==> src/rtl/mesh_rtr_pkg.sv <==
package mesh_rtr_pkg;

   localparam int NUM_PORTS = 5;

   typedef enum logic [2:0] {
      PORT_LOCAL = 3'd0,
      PORT_NORTH = 3'd1,
      PORT_SOUTH = 3'd2,
      PORT_EAST  = 3'd3,
      PORT_WEST  = 3'd4
   } port_e;

endpackage

==> src/rtl/rtr_in_fifo.sv <==
module rtr_in_fifo #(
   parameter int DW    = 32,
   parameter int DEPTH = 4
) (
   input  logic          clk,
   input  logic          rst_n,
   input  logic          wr_en,
   input  logic [DW-1:0] wr_data,
   input  logic          rd_en,
   output logic [DW-1:0] rd_data,
   output logic          not_empty
);

   localparam int AW = (DEPTH > 1) ? $clog2(DEPTH) : 1;

   if (DEPTH < 2 || (1 << AW) != DEPTH) begin : g_bad_depth
      $error("rtr_in_fifo: DEPTH must be a power of two of at least 2");
   end

   logic [DW-1:0] mem [DEPTH];
   logic [AW-1:0] wr_ptr;
   logic [AW-1:0] rd_ptr;
   logic [AW:0]   fill;

   always_ff @(posedge clk) begin
      if (wr_en) begin
         mem[wr_ptr] <= wr_data;
      end
   end

   always_ff @(posedge clk or negedge rst_n) begin
      if (!rst_n) begin
         wr_ptr <= '0;
         rd_ptr <= '0;
         fill   <= '0;
      end else begin
         if (wr_en) begin
            wr_ptr <= wr_ptr + 1'b1;
         end
         if (rd_en) begin
            rd_ptr <= rd_ptr + 1'b1;
         end
         fill <= fill + (AW+1)'(wr_en) - (AW+1)'(rd_en);
      end
   end

   assign rd_data   = mem[rd_ptr];
   assign not_empty = (fill != '0);

endmodule

==> src/rtl/rtr_route.sv <==
module rtr_route
   import mesh_rtr_pkg::*;
#(
   parameter int COORD_W = 3
) (
   input  logic [COORD_W-1:0] dest_x,
   input  logic [COORD_W-1:0] dest_y,
   input  logic [COORD_W-1:0] here_x,
   input  logic [COORD_W-1:0] here_y,
   output port_e              dir
);

   always_comb begin
      if (dest_x > here_x) begin
         dir = PORT_EAST;
      end else if (dest_x < here_x) begin
         dir = PORT_WEST;
      end else if (dest_y > here_y) begin
         dir = PORT_NORTH;
      end else if (dest_y < here_y) begin
         dir = PORT_SOUTH;
      end else begin
         dir = PORT_LOCAL;
      end
   end

endmodule

==> src/rtl/rtr_out_port.sv <==
module rtr_out_port #(
   parameter int NP      = 5,
   parameter int DW      = 32,
   parameter int LEN_W   = 8,
   parameter int CREDITS = 4,
   localparam int PW     = $clog2(NP)
) (
   input  logic                      clk,
   input  logic                      rst_n,
   input  logic [NP-1:0]             hdr_req,
   input  logic [NP-1:0]             head_valid,
   input  logic [NP-1:0][DW-1:0]     head_data,
   input  logic [NP-1:0][LEN_W-1:0]  head_len,
   input  logic                      credit_in,
   output logic [NP-1:0]             grant,
   output logic                      out_valid,
   output logic [DW-1:0]             out_data,
   output logic                      locked,
   output logic [PW-1:0]             owner
);

   localparam int CW = $clog2(CREDITS + 1);

   if (CREDITS < 1) begin : g_bad_credits
      $error("rtr_out_port: CREDITS must be at least 1");
   end

   logic [CW-1:0]    cred;
   logic [LEN_W-1:0] remain;
   logic [PW-1:0]    rr_ptr;
   logic [PW-1:0]    winner;
   logic             found;
   logic             has_cred;
   logic             hdr_fire;
   logic             body_fire;
   logic             fire;
   logic [PW-1:0]    sel;

   always_comb begin
      int idx;
      found  = 1'b0;
      winner = '0;
      for (int k = 0; k < NP; k++) begin
         idx = (int'(rr_ptr) + k) % NP;
         if (!found && hdr_req[idx]) begin
            found  = 1'b1;
            winner = PW'(idx);
         end
      end
   end

   assign has_cred  = (cred != '0);
   assign hdr_fire  = !locked && found && has_cred;
   assign body_fire = locked && head_valid[owner] && has_cred;
   assign fire      = hdr_fire || body_fire;
   assign sel       = locked ? owner : winner;

   always_comb begin
      grant = '0;
      if (fire) begin
         grant[sel] = 1'b1;
      end
   end

   always_ff @(posedge clk or negedge rst_n) begin
      if (!rst_n) begin
         cred      <= CW'(CREDITS);
         locked    <= 1'b0;
         owner     <= '0;
         remain    <= '0;
         rr_ptr    <= '0;
         out_valid <= 1'b0;
         out_data  <= '0;
      end else begin
         out_valid <= fire;
         if (fire) begin
            out_data <= head_data[sel];
         end
         cred <= cred + CW'(credit_in) - CW'(fire);
         if (hdr_fire) begin
            rr_ptr <= (winner == PW'(NP - 1)) ? '0 : winner + 1'b1;
            if (head_len[winner] != '0) begin
               locked <= 1'b1;
               owner  <= winner;
               remain <= head_len[winner];
            end
         end
         if (body_fire) begin
            remain <= remain - 1'b1;
            if (remain == LEN_W'(1)) begin
               locked <= 1'b0;
            end
         end
      end
   end

endmodule

==> src/rtl/mesh_router.sv <==
module mesh_router
   import mesh_rtr_pkg::*;
#(
   parameter int DW           = 32,
   parameter int COORD_W      = 3,
   parameter int LEN_W        = 8,
   parameter int X_LSB        = 0,
   parameter int Y_LSB        = 3,
   parameter int LEN_LSB      = 16,
   parameter int MAX_LEN      = 128,
   parameter int FIFO_DEPTH   = 4,
   parameter int DOWN_CREDITS = 4,
   localparam int NP          = NUM_PORTS,
   localparam int PW          = $clog2(NP)
) (
   input  logic                   clk,
   input  logic                   rst_n,
   input  logic [COORD_W-1:0]     tile_x,
   input  logic [COORD_W-1:0]     tile_y,
   input  logic [NP-1:0]          in_valid,
   input  logic [NP-1:0][DW-1:0]  in_data,
   output logic [NP-1:0]          in_credit,
   output logic [NP-1:0]          out_valid,
   output logic [NP-1:0][DW-1:0]  out_data,
   input  logic [NP-1:0]          out_credit
);

   if (X_LSB + COORD_W > DW || Y_LSB + COORD_W > DW || LEN_LSB + LEN_W > DW) begin : g_bad_fields
      $error("mesh_router: header fields exceed the word width");
   end
   if (MAX_LEN >= (1 << LEN_W)) begin : g_bad_len
      $error("mesh_router: LEN_W too narrow for MAX_LEN");
   end

   logic [NP-1:0][DW-1:0]    head_data;
   logic [NP-1:0]            head_valid;
   logic [NP-1:0][LEN_W-1:0] head_len;
   port_e                    route_dir [NP];
   logic [NP-1:0]            busy;
   logic [NP-1:0]            hdr_req;
   logic [NP-1:0][NP-1:0]    req_to;
   logic [NP-1:0][NP-1:0]    gnt;
   logic [NP-1:0]            pop;
   logic [NP-1:0]            lock_vec;
   logic [NP-1:0][PW-1:0]    owner_vec;

   for (genvar i = 0; i < NP; i++) begin : g_in
      rtr_in_fifo #(
         .DW    (DW),
         .DEPTH (FIFO_DEPTH)
      ) u_fifo (
         .clk       (clk),
         .rst_n     (rst_n),
         .wr_en     (in_valid[i]),
         .wr_data   (in_data[i]),
         .rd_en     (pop[i]),
         .rd_data   (head_data[i]),
         .not_empty (head_valid[i])
      );

      assign head_len[i] = head_data[i][LEN_LSB +: LEN_W];

      rtr_route #(
         .COORD_W (COORD_W)
      ) u_route (
         .dest_x (head_data[i][X_LSB +: COORD_W]),
         .dest_y (head_data[i][Y_LSB +: COORD_W]),
         .here_x (tile_x),
         .here_y (tile_y),
         .dir    (route_dir[i])
      );
   end

   always_comb begin
      busy = '0;
      for (int i = 0; i < NP; i++) begin
         for (int o = 0; o < NP; o++) begin
            if (lock_vec[o] && owner_vec[o] == PW'(i)) begin
               busy[i] = 1'b1;
            end
         end
      end
   end

   assign hdr_req = head_valid & ~busy;

   always_comb begin
      for (int o = 0; o < NP; o++) begin
         for (int i = 0; i < NP; i++) begin
            req_to[o][i] = hdr_req[i] && (route_dir[i] == port_e'(o));
         end
      end
   end

   always_comb begin
      pop = '0;
      for (int o = 0; o < NP; o++) begin
         pop = pop | gnt[o];
      end
   end

   for (genvar o = 0; o < NP; o++) begin : g_out
      rtr_out_port #(
         .NP      (NP),
         .DW      (DW),
         .LEN_W   (LEN_W),
         .CREDITS (DOWN_CREDITS)
      ) u_port (
         .clk        (clk),
         .rst_n      (rst_n),
         .hdr_req    (req_to[o]),
         .head_valid (head_valid),
         .head_data  (head_data),
         .head_len   (head_len),
         .credit_in  (out_credit[o]),
         .grant      (gnt[o]),
         .out_valid  (out_valid[o]),
         .out_data   (out_data[o]),
         .locked     (lock_vec[o]),
         .owner      (owner_vec[o])
      );
   end

   always_ff @(posedge clk or negedge rst_n) begin
      if (!rst_n) begin
         in_credit <= '0;
      end else begin
         in_credit <= pop;
      end
   end

endmodule

==> config.mk <==
export PLATFORM = sky130hd
export DESIGN_NAME = mesh_router
export DESIGN_NICKNAME = d
export VERILOG_FILES = /design/src/rtl/mesh_rtr_pkg.sv /design/src/rtl/rtr_in_fifo.sv /design/src/rtl/rtr_route.sv /design/src/rtl/rtr_out_port.sv /design/src/rtl/mesh_router.sv
export SDC_FILE = /design/constraint.sdc
export NUM_CORES = 2
export LEC_CHECK = 0
export ABC_AREA = 1
export BUFFER_PORTS_ARGS = -buffer_cell sky130_fd_sc_hd__buf_4
export CORE_UTILIZATION = 30
export CTS_CLUSTER_DIAMETER = 120
export CTS_CLUSTER_SIZE = 30
export DETAILED_ROUTE_END_ITERATION = 8
export PLACE_DENSITY = 0.48
export SETUP_SLACK_MARGIN = 0.1
export SKIP_LAST_GASP = 1
export SLEW_MARGIN = 25
export SYNTH_ARGS = -nofsm -noshare
export SYNTH_HDL_FRONTEND = slang
export SYNTH_HIERARCHICAL = 1
export SYNTH_SLANG_ARGS = --single-unit
export TNS_END_PERCENT = 1
==> constraint.sdc <==
create_clock -name clk -period 8.5 [get_ports clk]
set_input_delay 2.125 -clock clk [delete_from_list [all_inputs] [get_ports clk]]
set_output_delay 2.125 -clock clk [all_outputs]
set_load 0.03 [all_outputs]
==> out/results.tsv <==
stage	metric	value	unit
outcome	status	completed	
clock_tree	cts.sinks	935	
synthesis	async_flop_share	31.55	%
drt	drt-pass1-iter-count	6	
setup_path	cp_common_cell	nand2_1	
synthesis	yosys.area_share.simple	29.59	%
placement	gp_congestion	0.9797	
synthesis	seq_area_frac_synth	45.64	%
cells_and_area	area_growth	11.52	%
setup_path	critPathArrivalTime	8.07	ns
setup_path	criticalPathCategory	register to register	
synthesis	syn_area	58300	um2
min_path	whs_path_depth	1	
setup_path	path_max_fanout	41	
global_route	grt_pass1_vias	47340	
timing	rsz0062_at_grt	no	
setup_path	slowest_stage	inv_2	
floorplan	ios	348	
cells_and_area	nets	8011	
global_route	grt_max_degree	130	
global_route	antenna_found_initial	18	
clock_tree	cts_hold_buf	0	
timing	finalCritPeriodShare	87.28	%
cells_and_area	num-fill-cells	20120	
drt	drt-total-wl	240.6	mm
synthesis	syn-num-nets	7805	
min_path	min-delay-start	g_out[4].u_port/cred[1]	
clock_tree	clock_path_buffers	3	
setup_path	r2r_start	g_in[1].u_fifo/rd_ptr[0]	
cells_and_area	layout-drive-gt1-share	13.17	%
drt	vias_per_cell	5.036	
setup_path	reg2reg_slack	1.08	ns
floorplan	initial_core_util	30.24	%
global_route	grt_pass1_wl	342.2	mm
floorplan	rows	161	
floorplan	die_h	442.8	um
timing	maxSlewViolCount	0	
synthesis	syn_inst	7437	
synthesis	synth-seq-cells	935	
drt	drc_errors	0	
timing	worstMarginPinSlew	1.197	ns
placement	io_buffer_count	347	
clock_tree	root_buffer	clkbuf_16	
synthesis	synthFlopType	edfxtp_1	
synthesis	synthXorXnorAreaFrac	1.129	%
synthesis	synth.avg_cell_area	7.839	um2
floorplan	core	192800	um2
clock_tree	cts_tree	done	
clock_tree	h-tree-depth	2	
clock_tree	cts-buffers-inserted	45	
timing	hold_viol_final	0	
flow_run	cap_violations	0	
floorplan	dieArea	196100	um2
synthesis	synth-edff-count	640	
clock_tree	cts_resized	0	
cells_and_area	layout_commonest_cell	nand2_1	
cells_and_area	most-common-layout-cells	nand2_1, inv_1, nor2_1, nand3_1, edfxtp_1	
placement	place_hpwl	174.8	mm
setup_path	startpoint_type	register	
clock_tree	clock_latency	0.75	ns
setup_path	timing.rr.end	g_in[4].u_fifo/fill[2]	
setup_path	cp.required	9.15	ns
timing	finClkSkew	0.08070	ns
synthesis	synth_compound_area_share	8.726	%
drt	ant_nets	0	
synthesis	synthMuxAreaShare	0.01717	%
setup_path	endpoint_kind	register	
timing	max_freq	134.8	MHz
synthesis	synth_top_family_by_area	simple AND/OR/NAND/NOR gates	
timing	fin_crit	7.419	ns
global_route	grt_usage	23.85	%
setup_path	crit_path_start	g_in[1].u_fifo/rd_ptr[0]	
synthesis	synth_cell_types	57	
timing	finalSetupViolations	0	
drt	vias	51420	
setup_path	critPathMaxStageDelay	0.63	ns
global_route	overflow	0	
timing	tns	0	ns
drt	drt-wirelength-per-cell	23.56	um
min_path	hold_end	g_out[4].u_port/cred[2]	
clock_tree	cts_setup_buffers	0	
synthesis	synthAdderAreaFrac	4.207	%
timing	max-slew-margin-rel	20.01	%
synthesis	synth_warnings	6	
drt	initialDrtViolationCount	5226	
min_path	worstHoldPathType	register to register	
floorplan	die_w	442.8	um
clock_tree	clk_pin_slew	0.12	ns
setup_path	r2r_cells	37	
-- area by class of cell --
class	instances	area, um2	area share (%)
inverter	1193	4498	6.919
tap	2526	3161	4.861
multi-input combinational	4986	25490	39.20
antenna	7	17.52	0.02694
clock buffer	65	1222	1.880
clock inverter	17	364.1	0.5600
sequential	935	26610	40.94
timing repair buffer	482	3651	5.616
-- routing by layer --
metal | up-vias | global-route usage [%] | part of all wire (%)
met4 | 14 | 15.46 | 7.6
met1 | 24590 | 29.96 | 41
met2 | 1935 | 37.88 | 45
met3 | 525 | 3.946 | 6.9
li1 | 24360 | - | -
met5 | - | 0 | 0.043
-- synthesized netlist by cell type, drive strengths merged (84+ instances only) --
library cell	count	area, um2
o22ai	90	563.0
nand2	2082	8218
a31oi	84	525.5
inv	1188	4479
o21ai	442	2419
nand4	100	700.7
dfrtp	290	7257
nor2	806	3304
nand3	791	4297
a21oi	90	555.5
ha	180	2252
clkbuf	122	457.9
buf	201	1277
edfxtp	640	19220
-- logic make-up after synthesis --
group / after synthesis
buffers and inverters: 1516
AOI/OAI and AO/OA: 829
adders and majority gates: 190
and+or+nand+nor: 3893
xor gates and xnor gates: 73
muxes: 1
DFF: 935
-- critical path, delay by kind of cell (launching register included) --
kind / cells / cell delay (ns)
simple gates: 25 / 3.52
buf+inv: 6 / 1.60
fa+ha+maj: 4 / 1.24
flops: 1 / 0.62
compound gates: 2 / 0.30
-- metrics by stage --
| step | std cells | hold slack (ns) | utilization [%] | setup slack (ns) | area (um2) |
|---|---|---|---|---|---|
| 2_1_floorplan | 7437 | 0.4297 | - | 2.251 | 58300 |
| 3_3_place_gp | 10120 | 0.4652 | 32.89 | 0.9490 | 63410 |
| 3_5_place_dp | 10120 | 0.4498 | 32.89 | 0.9012 | 63410 |
| 4_1_cts | 10200 | 0.4817 | 33.71 | 1.169 | 64990 |
| 5_1_grt | 10210 | 0.5240 | 33.72 | 0.3938 | 65000 |
| 6_report | 10210 | 0.4812 | 33.72 | 1.081 | 65010 |
-- flip-flops by register name, summed over array words and instances (netlist names) --
signal	cells
g_out.u_port/cred	15
g_out.u_port/out_valid	5
in_credit	5
g_in.u_fifo/fill	15
g_out.u_port/out_data	160
g_out.u_port/locked	5
g_in.u_fifo/wr_ptr	10
g_in.u_fifo/mem	640
g_out.u_port/owner	15
g_in.u_fifo/rd_ptr	10
g_out.u_port/rr_ptr	15
g_out.u_port/remain	40
-- worst max path at each step --
stage                     slack (ns)                      to
final                           1.08  g_in[4].u_fifo/fill[2]
after detailed placement        0.90  g_in[3].u_fifo/fill[2]
after floorplan                 2.25  g_in[0].u_fifo/fill[2]
after CTS                       1.17  g_in[4].u_fifo/fill[2]
after global routing            0.39  g_in[3].u_fifo/fill[2]
after global placement          0.95  g_in[4].u_fifo/fill[2]
Power is left out: the tool's default activity adds up to more than one toggle a clock period on the data nets, which glitch-free logic cannot reach.
